File: config.mk
export PLATFORM = sky130hd
export DESIGN_NAME = xtr_stream_decoder
export DESIGN_NICKNAME = d
export VERILOG_FILES = /design/src/rtl/xtr_pkg.sv /design/src/rtl/xtr_hdr_capture.sv /design/src/rtl/xtr_fcs_holdback.sv /design/src/rtl/xtr_stream_decoder.sv
export SDC_FILE = /design/constraint.sdc
export NUM_CORES = 1
export LEC_CHECK = 0
export BUFFER_PORTS_ARGS = -buffer_cell sky130_fd_sc_hd__buf_2
export CAP_MARGIN = 20
export CELL_PAD_IN_SITES_DETAIL_PLACEMENT = 1
export CELL_PAD_IN_SITES_GLOBAL_PLACEMENT = 1
export CORE_MARGIN = 1
export CORE_UTILIZATION = 44
export CTS_BUF_LIST = sky130_fd_sc_hd__clkbuf_2 sky130_fd_sc_hd__clkbuf_4 sky130_fd_sc_hd__clkbuf_8
export DETAILED_ROUTE_END_ITERATION = 10
export GPL_TIMING_DRIVEN = 1
export PLACE_DENSITY_LB_ADDON = 0.15
export SLEW_MARGIN = 10
export SYNTH_ARGS = -nofsm -noshare
export SYNTH_HDL_FRONTEND = slang
export SYNTH_HIERARCHICAL = 1
export SYNTH_SLANG_ARGS = --single-unit
File: constraint.sdc
create_clock -name clk -period 4.4 [get_ports clk]
set_input_delay 0.66 -clock clk [delete_from_list [all_inputs] [get_ports clk]]
set_output_delay 0.66 -clock clk [all_outputs]
set_load 0.005 [all_outputs]
File: src/rtl/xtr_pkg.sv
package xtr_pkg;

    typedef enum logic [2:0] {
        W_DATA,
        W_EOF,
        W_PRUNE,
        W_ABORT,
        W_ESC,
        W_NOTRDY
    } wkind_e;

    typedef enum logic [1:0] {
        ST_HDR,
        ST_BODY,
        ST_UNPACK,
        ST_END
    } st_e;

    typedef struct packed {
        logic       valid;
        logic [7:0] data;
        logic       last;
        logic       drop;
    } beat_t;

    localparam logic [28:0] CTRL_PREFIX = 29'h1000_0000;

    function automatic logic [31:0] bswap32(input logic [31:0] w);
        return {w[7:0], w[15:8], w[23:16], w[31:24]};
    endfunction

    function automatic wkind_e classify(input logic [31:0] w);
        wkind_e k;
        k = W_DATA;
        if (w[31:3] == CTRL_PREFIX) begin
            unique case (w[2:0])
                3'd4:    k = W_PRUNE;
                3'd5:    k = W_ABORT;
                3'd6:    k = W_ESC;
                3'd7:    k = W_NOTRDY;
                default: k = W_EOF;
            endcase
        end
        return k;
    endfunction

    function automatic logic [2:0] eof_bytes(input logic [1:0] lo);
        return 3'd4 - {1'b0, lo};
    endfunction

endpackage

File: src/rtl/xtr_hdr_capture.sv
module xtr_hdr_capture #(
    parameter int HDR_WORDS = 9,
    parameter int PORT_W    = 7
) (
    input  logic              clk,
    input  logic              rst,
    input  logic              take,
    input  logic [31:0]       word,
    output logic              done,
    output logic [PORT_W-1:0] port_now
);
    localparam int IDX_W   = $clog2(HDR_WORDS + 1);
    localparam int HI_BYTE = 27;
    localparam int HI_WORD = HI_BYTE / 4;
    localparam int LO_WORD = (HI_BYTE + 1) / 4;
    localparam int SHIFT   = 5;

    logic [IDX_W-1:0]  idx_q;
    logic [7:0]        hi_byte_q;
    logic [PORT_W-1:0] port_q;
    logic [31:0]       joined;
    logic [PORT_W-1:0] port_calc;

    always_comb begin
        joined    = {hi_byte_q, word[31:8]};
        port_calc = joined[SHIFT+PORT_W:SHIFT+1];
        done      = take && (idx_q == IDX_W'(HDR_WORDS - 1));
        port_now  = (take && idx_q == IDX_W'(LO_WORD)) ? port_calc : port_q;
    end

    always_ff @(posedge clk) begin
        if (rst) begin
            idx_q     <= '0;
            hi_byte_q <= '0;
            port_q    <= '0;
        end else if (take) begin
            idx_q <= done ? '0 : idx_q + 1'b1;
            if (idx_q == IDX_W'(HI_WORD)) hi_byte_q <= word[7:0];
            if (idx_q == IDX_W'(LO_WORD)) port_q    <= port_calc;
        end
    end

    assert_hdr_idx_R1: assert property (@(posedge clk) disable iff (rst)
        idx_q < IDX_W'(HDR_WORDS));

endmodule

File: src/rtl/xtr_fcs_holdback.sv
module xtr_fcs_holdback
    import xtr_pkg::*;
#(
    parameter int FCS_BYTES = 4
) (
    input  logic       clk,
    input  logic       rst,
    input  logic       push,
    input  logic [7:0] push_byte,
    input  logic       finish,
    input  logic       drop_in,
    output beat_t      beat
);
    localparam int DEPTH = FCS_BYTES + 1;
    localparam int CNT_W = $clog2(DEPTH + 1);

    logic [7:0]       sr [DEPTH];
    logic [CNT_W-1:0] cnt_q;
    logic             full;

    assign full = (cnt_q == CNT_W'(DEPTH));

    always_ff @(posedge clk) begin
        if (rst) begin
            cnt_q <= '0;
            beat  <= '0;
            for (int i = 0; i < DEPTH; i++) sr[i] <= '0;
        end else begin
            beat.valid <= 1'b0;
            beat.last  <= 1'b0;
            beat.drop  <= 1'b0;
            if (push) begin
                if (full) begin
                    beat.valid <= 1'b1;
                    beat.data  <= sr[0];
                    for (int i = 0; i < DEPTH - 1; i++) sr[i] <= sr[i+1];
                    sr[DEPTH-1] <= push_byte;
                end else begin
                    for (int i = 0; i < DEPTH; i++)
                        if (CNT_W'(i) == cnt_q) sr[i] <= push_byte;
                    cnt_q <= cnt_q + 1'b1;
                end
            end else if (finish) begin
                if (full) begin
                    beat.valid <= 1'b1;
                    beat.data  <= sr[0];
                    beat.last  <= 1'b1;
                    beat.drop  <= drop_in;
                end
                cnt_q <= '0;
            end
        end
    end

    assert_cnt_bound_R4: assert property (@(posedge clk) disable iff (rst)
        cnt_q <= CNT_W'(DEPTH));

    assert_drop_on_last_R12: assert property (@(posedge clk) disable iff (rst)
        beat.drop |-> (beat.last && beat.valid));

    assert_gap_after_last_R4: assert property (@(posedge clk) disable iff (rst)
        beat.last |=> !beat.valid);

endmodule

File: src/rtl/xtr_stream_decoder.sv
module xtr_stream_decoder
    import xtr_pkg::*;
#(
    parameter int HDR_WORDS = 9,
    parameter int PORT_W    = 7,
    parameter int NUM_PORTS = 65,
    parameter int LEN_W     = 16
) (
    input  logic                 clk,
    input  logic                 rst,
    input  logic                 cfg_swap,
    input  logic [NUM_PORTS-1:0] cfg_port_en,
    input  logic [LEN_W-1:0]     cfg_max_len,
    input  logic                 in_valid,
    input  logic [31:0]          in_data,
    output logic                 in_ready,
    output logic                 out_valid,
    output logic [7:0]           out_data,
    output logic                 out_last,
    output logic                 out_drop,
    output logic [PORT_W-1:0]    out_port
);
    localparam int EN_W = 1 << PORT_W;

    st_e               st_q;
    logic [31:0]       held_q, ux_q;
    logic              held_v_q, esc_q, prune_q, drop_q, long_q, discard_q, uend_q;
    logic [2:0]        ucnt_q;
    logic [LEN_W-1:0]  byte_cnt_q;
    logic [PORT_W-1:0] port_q;

    logic [31:0]       w_cmp;
    wkind_e            kind;
    logic              acc, hdr_take, hdr_done, port_ok, lit, push, finish;
    logic [PORT_W-1:0] port_now;
    logic [EN_W-1:0]   en_pad;
    beat_t             beat;

    always_comb begin
        w_cmp    = cfg_swap ? bswap32(in_data) : in_data;
        kind     = classify(w_cmp);
        in_ready = (st_q == ST_HDR) || (st_q == ST_BODY);
        acc      = in_valid && in_ready;
        hdr_take = acc && (st_q == ST_HDR);
        en_pad   = EN_W'(cfg_port_en);
        port_ok  = (int'(port_now) < NUM_PORTS) && en_pad[port_now];
        lit      = esc_q ? !prune_q : (kind == W_DATA);
        push     = (st_q == ST_UNPACK) && !discard_q && (byte_cnt_q < cfg_max_len);
        finish   = (st_q == ST_END);
    end

    xtr_hdr_capture #(.HDR_WORDS(HDR_WORDS), .PORT_W(PORT_W)) u_hdr (
        .clk(clk), .rst(rst), .take(hdr_take), .word(w_cmp),
        .done(hdr_done), .port_now(port_now)
    );

    xtr_fcs_holdback #(.FCS_BYTES(4)) u_hold (
        .clk(clk), .rst(rst), .push(push), .push_byte(ux_q[31:24]),
        .finish(finish), .drop_in(drop_q || long_q), .beat(beat)
    );

    always_ff @(posedge clk) begin
        if (rst) begin
            st_q       <= ST_HDR;
            held_q     <= '0;
            held_v_q   <= 1'b0;
            esc_q      <= 1'b0;
            prune_q    <= 1'b0;
            drop_q     <= 1'b0;
            long_q     <= 1'b0;
            discard_q  <= 1'b0;
            ux_q       <= '0;
            ucnt_q     <= '0;
            uend_q     <= 1'b0;
            byte_cnt_q <= '0;
            port_q     <= '0;
        end else begin
            unique case (st_q)
                ST_HDR: begin
                    if (hdr_done) begin
                        port_q    <= port_now;
                        discard_q <= !port_ok;
                        st_q      <= ST_BODY;
                    end
                end
                ST_BODY: begin
                    if (acc) begin
                        if (esc_q && prune_q) begin
                            esc_q   <= 1'b0;
                            prune_q <= 1'b0;
                            drop_q  <= 1'b1;
                            if (held_v_q) begin
                                ux_q     <= held_q;
                                ucnt_q   <= 3'd4;
                                uend_q   <= 1'b1;
                                held_v_q <= 1'b0;
                                st_q     <= ST_UNPACK;
                            end else begin
                                st_q <= ST_END;
                            end
                        end else if (lit) begin
                            esc_q    <= 1'b0;
                            held_q   <= w_cmp;
                            held_v_q <= 1'b1;
                            if (held_v_q) begin
                                ux_q   <= held_q;
                                ucnt_q <= 3'd4;
                                uend_q <= 1'b0;
                                st_q   <= ST_UNPACK;
                            end
                        end else begin
                            unique case (kind)
                                W_ESC:   esc_q <= 1'b1;
                                W_PRUNE: begin
                                    esc_q   <= 1'b1;
                                    prune_q <= 1'b1;
                                end
                                W_ABORT: begin
                                    drop_q <= 1'b1;
                                    st_q   <= ST_END;
                                end
                                W_EOF: begin
                                    if (held_v_q) begin
                                        ux_q     <= held_q;
                                        ucnt_q   <= eof_bytes(w_cmp[1:0]);
                                        uend_q   <= 1'b1;
                                        held_v_q <= 1'b0;
                                        st_q     <= ST_UNPACK;
                                    end else begin
                                        st_q <= ST_END;
                                    end
                                end
                                default: ;
                            endcase
                        end
                    end
                end
                ST_UNPACK: begin
                    ux_q   <= {ux_q[23:0], 8'h00};
                    ucnt_q <= ucnt_q - 1'b1;
                    if (!discard_q && byte_cnt_q >= cfg_max_len) long_q <= 1'b1;
                    if (push) byte_cnt_q <= byte_cnt_q + 1'b1;
                    if (ucnt_q == 3'd1) st_q <= uend_q ? ST_END : ST_BODY;
                end
                ST_END: begin
                    st_q       <= ST_HDR;
                    held_v_q   <= 1'b0;
                    esc_q      <= 1'b0;
                    prune_q    <= 1'b0;
                    drop_q     <= 1'b0;
                    long_q     <= 1'b0;
                    discard_q  <= 1'b0;
                    byte_cnt_q <= '0;
                end
                default: st_q <= ST_HDR;
            endcase
        end
    end

    assign out_valid = beat.valid;
    assign out_data  = beat.data;
    assign out_last  = beat.last;
    assign out_drop  = beat.drop;
    assign out_port  = port_q;

    assert_port_stable_R2: assert property (@(posedge clk) disable iff (rst)
        (out_valid && !out_last) |=> $stable(out_port));

    assert_discard_quiet_R10: assert property (@(posedge clk) disable iff (rst)
        discard_q |=> !out_valid);

    assert_len_cap_R11: assert property (@(posedge clk) disable iff (rst)
        (st_q == ST_HDR) || (byte_cnt_q <= cfg_max_len));

endmodule

## After elaboration in Yosys (flattened, before gate mapping)

Memories as Yosys holds them, arrays and structs flattened.
Cells that the tools add are included.

- Bits in writable memories: 40
- Output and inout bits: 19
- Input port bits: 117
- Word-level logic and storage cells: 230
- Memories: 1
- Register bits: 124

- $add $sub $neg: 5
- Equality and inequality tests: 35
- Reduce and logical (&&, ||, !) cells: 42
- Multiplexer cells: 110
- Magnitude comparators: 4
- Bitwise gates (word level): 13

Memories:

| name | words | bits a word | rd ports | clocked after memory_dff | wr ports | RTL line | text |
|---|---|---|---|---|---|---|---|
| u_hold.sr | 5 | 8 | 5 | 0 | 5 | xtr_fcs_holdback.sv:17 | `logic [7:0] sr [DEPTH];` |

Operators by type and width:

| operator | count |
|---|---|
| $mux W32 | 6 |
| $mux W8 | 10 |
| $pmux W32 S2 | 1 |
| $mux W1 | 57 |
| $pmux W16 S2 | 1 |
| $mux W3 | 10 |
| $eq A29 B29 Y1 const B | 1 |
| $mux W11 | 2 |
| $reduce_and A4 Y1 | 5 |
| $eq A3 B3 Y1 const B | 6 |
| $mux W9 | 2 |
| $add A16 B1 Y16 const B | 1 |
| $ge A16 B16 Y1 | 1 |
| $lt A16 B16 Y1 | 1 |
| $mux W16 | 1 |
| $mux W2 | 7 |
| $reduce_and A2 Y1 | 7 |
| $ne A4 B3 Y1 const B | 3 |
| $pmux W1 S2 | 6 |
| $pmux W3 S4 | 1 |
| $or A1 B1 Y1 | 10 |
| $reduce_bool A2 Y1 | 5 |
| $logic_and A1 B1 Y1 | 9 |
| $reduce_and A3 Y1 | 3 |
| 37 further kinds | 53 |

## Depth between registers and ports, before layout

- Depth in word-level cells: 12
- Depth in mapped cells: 15
- Mapped depth without buffers: 10

## By module

Netlist, hierarchy kept.

By module, submodules not included:

| module | sequential area each (um^2) | times used | area an instance (um^2) | cells an instance |
|---|---|---|---|---|
| xtr_stream_decoder | 1981.9 | 1 | 5952.0 | 661 |
| xtr_fcs_holdback | 1481.4 | 1 | 2368.5 | 169 |
| xtr_hdr_capture | 220.2 | 1 | 576.8 | 45 |

## Least setup slack after synthesis

No wires, ideal clock.

- Path kind: input-to-reg
- Start point: in cfg_swap
- End point: reg discard_q
- Path slack: 453 ps
- Required time: 4308 ps
- Stages on the path: 12
- Arrival time: 3855 ps
- Cell sequence: buf_4 clkbuf_1 clkbuf_1 mux2_2 mux2_4 buf_2 buf_4 mux4_2 mux4_2 mux2i_1 nor4_1 nor4_1

- Longest elaborated chain between the ends: 8
- Elaborated cells between the ends (all ways): 9
- Those cells by class: order compare: 1; mux: 6; reduce/logical: 2

RTL lines:

| element | RTL line | text |
|---|---|---|
| start: declaration | xtr_stream_decoder.sv:11 | `input logic cfg_swap,` |
| $mux W32 (*) | xtr_stream_decoder.sv:40 | `w_cmp = cfg_swap ? bswap32(in_data) : in_data;` |
| via w_cmp[14] | xtr_stream_decoder.sv:32 | `logic [31:0] w_cmp;` |
| $mux W7 (*) | xtr_hdr_capture.sv:28 | `port_now = (take && idx_q == IDX_W'(LO_WORD)) ? port_calc : port_q;` |
| via port_now[0] | xtr_stream_decoder.sv:35 | `logic [PORT_W-1:0] port_now;` |
| $bmux W1 S7 | xtr_stream_decoder.sv:46 | `port_ok = (int'(port_now) < NUM_PORTS) && en_pad[port_now];` |
| $mux W1 (implied by the code) | xtr_stream_decoder.sv:46 |  |
| $logic_and A1 B1 Y1 (*) | xtr_stream_decoder.sv:46 |  |
| $logic_not A1 Y1 (*) | xtr_stream_decoder.sv:82 | `discard_q <= !port_ok;` |
| $mux W1 (*) | xtr_stream_decoder.sv:80 | `if (hdr_done) begin` |
| $pmux W1 S2 (*) | xtr_stream_decoder.sv:78 | `unique case (st_q)` |
| end signal: assignment | xtr_stream_decoder.sv:82 |  |
| end: declaration | xtr_stream_decoder.sv:27 | `logic held_v_q, esc_q, prune_q, drop_q, long_q, discard_q, uend_q;` |

Mark *: on every way through the listed nets, which the timed path passes. The rest lies on a longest branch. The select of a mux whose other input is x is not followed.
A chain may end at the register's enable or synchronous reset.

## Worst setup path after layout

- Start point: reg st_q[0]
- End point: reg discard_q

- Longest elaborated chain between the ends: 12
- Elaborated cells between the ends (all ways): 19
- Those cells by class: order compare: 1; eq/ne: 3; mux: 5; reduce/logical: 10

RTL lines:

| element | RTL line | text |
|---|---|---|
| start: declaration | xtr_stream_decoder.sv:25 | `st_e st_q;` |
| start signal: assignment | xtr_stream_decoder.sv:143 | `if (ucnt_q == 3'd1) st_q <= uend_q ? ST_END : ST_BODY;` |
| $eq A2 B1 Y1 or $logic_not A2 Y1 (tied branches) | xtr_stream_decoder.sv:42, xtr_stream_decoder.sv:44 |  |
| $logic_or A1 B1 Y1 | xtr_stream_decoder.sv:42 | `in_ready = (st_q == ST_HDR) \|\| (st_q == ST_BODY);` |
| $logic_and A1 B1 Y1 | xtr_stream_decoder.sv:43 | `acc = in_valid && in_ready;` |
| $logic_and A1 B1 Y1 (*) | xtr_stream_decoder.sv:44 | `hdr_take = acc && (st_q == ST_HDR);` |
| via hdr_take | xtr_stream_decoder.sv:34 | `logic acc, hdr_take, hdr_done, port_ok, lit, push, finish;` |
| $logic_and A1 B1 Y1 (*) | xtr_hdr_capture.sv:28 |  |
| $mux W7 (*) | xtr_hdr_capture.sv:28 |  |
| via port_now[0] | xtr_stream_decoder.sv:35 |  |
| $bmux W1 S7 | xtr_stream_decoder.sv:46 |  |
| $mux W1 (implied by the code) | xtr_stream_decoder.sv:46 |  |
| $logic_and A1 B1 Y1 (*) | xtr_stream_decoder.sv:46 |  |
| $logic_not A1 Y1 (*) | xtr_stream_decoder.sv:82 |  |
| $mux W1 (*) | xtr_stream_decoder.sv:80 |  |
| $pmux W1 S2 (*) | xtr_stream_decoder.sv:78 |  |

Marks and branches as above.

==> results_dict.tcl <==
set metrics [dict create \
    reg2regPathDepth 10 \
    synthesis.area_sq_mm 0.00889 \
    max_cap_violations 0 \
    crit_path_end_kind "flip-flop" \
    h-tree-depth 4 \
    min_path_cells 2 \
    coreArea_sq_mm 0.0197 \
    clk_pin_slew_worst_paths_ns 0.10 \
    cts.path.max_buffers 2 \
    worst_pin_slew_ns 0.896 \
    final_cell_mix "buf_2 (134), dfxtp_1 (124), nor2_1 (80)" \
    clock_sinks 164 \
    grt_pass1_wl_microns 35600 \
    grt_setup_unrepaired "no" \
    wl_microns 21800 \
    crit_fanout 19 \
    via_per_inst 5.62 \
    ant_nets 0 \
    drc 0 \
    period_minus_slack_ns 3.48 \
    clk_latency_ns 0.48 \
    die-area_sq_mm 0.0208 \
    skew_ns 0.0194 \
    arrival_ns 3.86 \
    cts_tree "yes" \
    grt_max_degree 57 \
    antenna_cells 0 \
    crit_required_ns 4.78 \
    port_buffers 135 \
    syn_inst 873 \
    cts_hold_buf 0 \
    start_util_pct 45.2 \
    start_kind "flip-flop" \
    syn_avg_cell_area_sq_um 10.2 \
    finalHoldViolCount 0 \
    vdd_drop_max_v 0.000159 \
    syn_to_final_growth_pct 13.4 \
    drt_first_pass_iters 5 \
    final_core_util_pct 51.3 \
    grt_pass1_vias 7042 \
    maxSlewViolCount 0 \
    finalNetCount 1124 \
    clock.fmax_mhz 288 \
    cts_root_buf "clkbuf_8" \
    final_common_cell "buf_2" \
    relSlewSlack_pct 40.3 \
    syn-num-nets 1024 \
    grt-ovfl-total 0 \
    cts_resized 0 \
    critical_path_class "flip-flop to flip-flop" \
    outcome "completed" \
    postCtsSetupBuffers 0 \
    drive_above_1_share_pct 26.2 \
    finalCritPeriodShare_pct 79.0 \
    antenna_found_initial 1 \
    setup_viol 0 \
    hp-class "flip-flop to flip-flop" \
    num_io_pins 136 \
    drt_iter0_drc 285 \
    fin_setup_tns_ns 0 \
    r2r_setup_slack_ns 0.92 \
    hpwl_microns 15800 \
    wl_per_cell_microns 17.4 \
    yosysWarningCount 6 \
    gp_congestion 0.905 \
    numCtsBuffers 17 \
    die_h_microns 144 \
    powerDensity_mw_per_mm2 283 \
    rows 51 \
    p_leak_nw 3.86 \
    die_w_microns 144 \
    grt_usage_pct 22.1 \
    vias 7026 \
]
==> stage by stage <==
stage	instances	worst slack (ns)	instance area (sq um)	total power, mW	hold slack [ns]
5_1_grt	1251	0.565	10100	2.97	0.472
6_report	1251	0.923	10100	2.86	0.461
3_3_place_gp	1218	0.777	9680	1.80	0.439
3_5_place_dp	1218	0.688	9680	1.80	0.446
4_1_cts	1250	0.886	10100	2.89	0.460
2_1_floorplan	873	0.453	8890	1.70	0.432
==> layer usage <==
metal	routed length [microns]	vias up	GRT usage, %	part of all wire [%]
li1	-	3454	-	-
met1	10200	3379	28.4	47
met2	10500	166	37.8	48
met3	718	27	3.38	3.3
met4	343	0	7.65	1.6
met5	0	-	0	0
==> critical path, stage by stage, from the launching register on <==
cell	delay, ns
dfxtp_1	0.37
inv_1	0.14
ha_1	0.26
and2_1	0.33
nand4b_4	0.27
mux2_4	0.49
mux4_2	0.55
mux4_2	0.47
mux2i_1	0.17
nor4_1	0.06
nor4_1	0.25
==> cell type report <==
type / count / area (sq um)
well taps: 265 / 332
clock inverters: 14 / 155
inverters: 36 / 135
multi-input cells: 608 / 4760
clock buffers: 18 / 241
fillers: 2306 / 9570
flip-flops and latches: 164 / 3680
repair buffers: 146 / 773
==> worst paths after layout <==
check                   end  startpoint
setup / recovery  discard_q     st_q[0]
hold / removal      ux_q[6]     ux_q[6]
setup reg to reg  discard_q     st_q[0]
hold reg to reg     ux_q[6]     ux_q[6]
==> power breakdown <==
| part | leakage (nW) | total [mW] | internal [mW] | switching, mW |
|---|---|---|---|---|
| clock | 0.196 | 1.09 | 0.435 | 0.654 |
| combinational | 2.25 | 0.207 | 0.0944 | 0.113 |
| sequential | 1.41 | 1.56 | 1.55 | 0.00636 |
| total | 3.86 | 2.86 | 2.08 | 0.773 |
==> registers in the layout, indices dropped and copies added (netlist names), 4 cells and up <==
signal	flops
byte_cnt_q	16
u_hold/sr	40
ux_q	32
u_hdr/port_q	7
u_hdr/idx_q	4
held_q	32
out_port	7
u_hold/beat	11
Power figures use the tool's default switching activity.
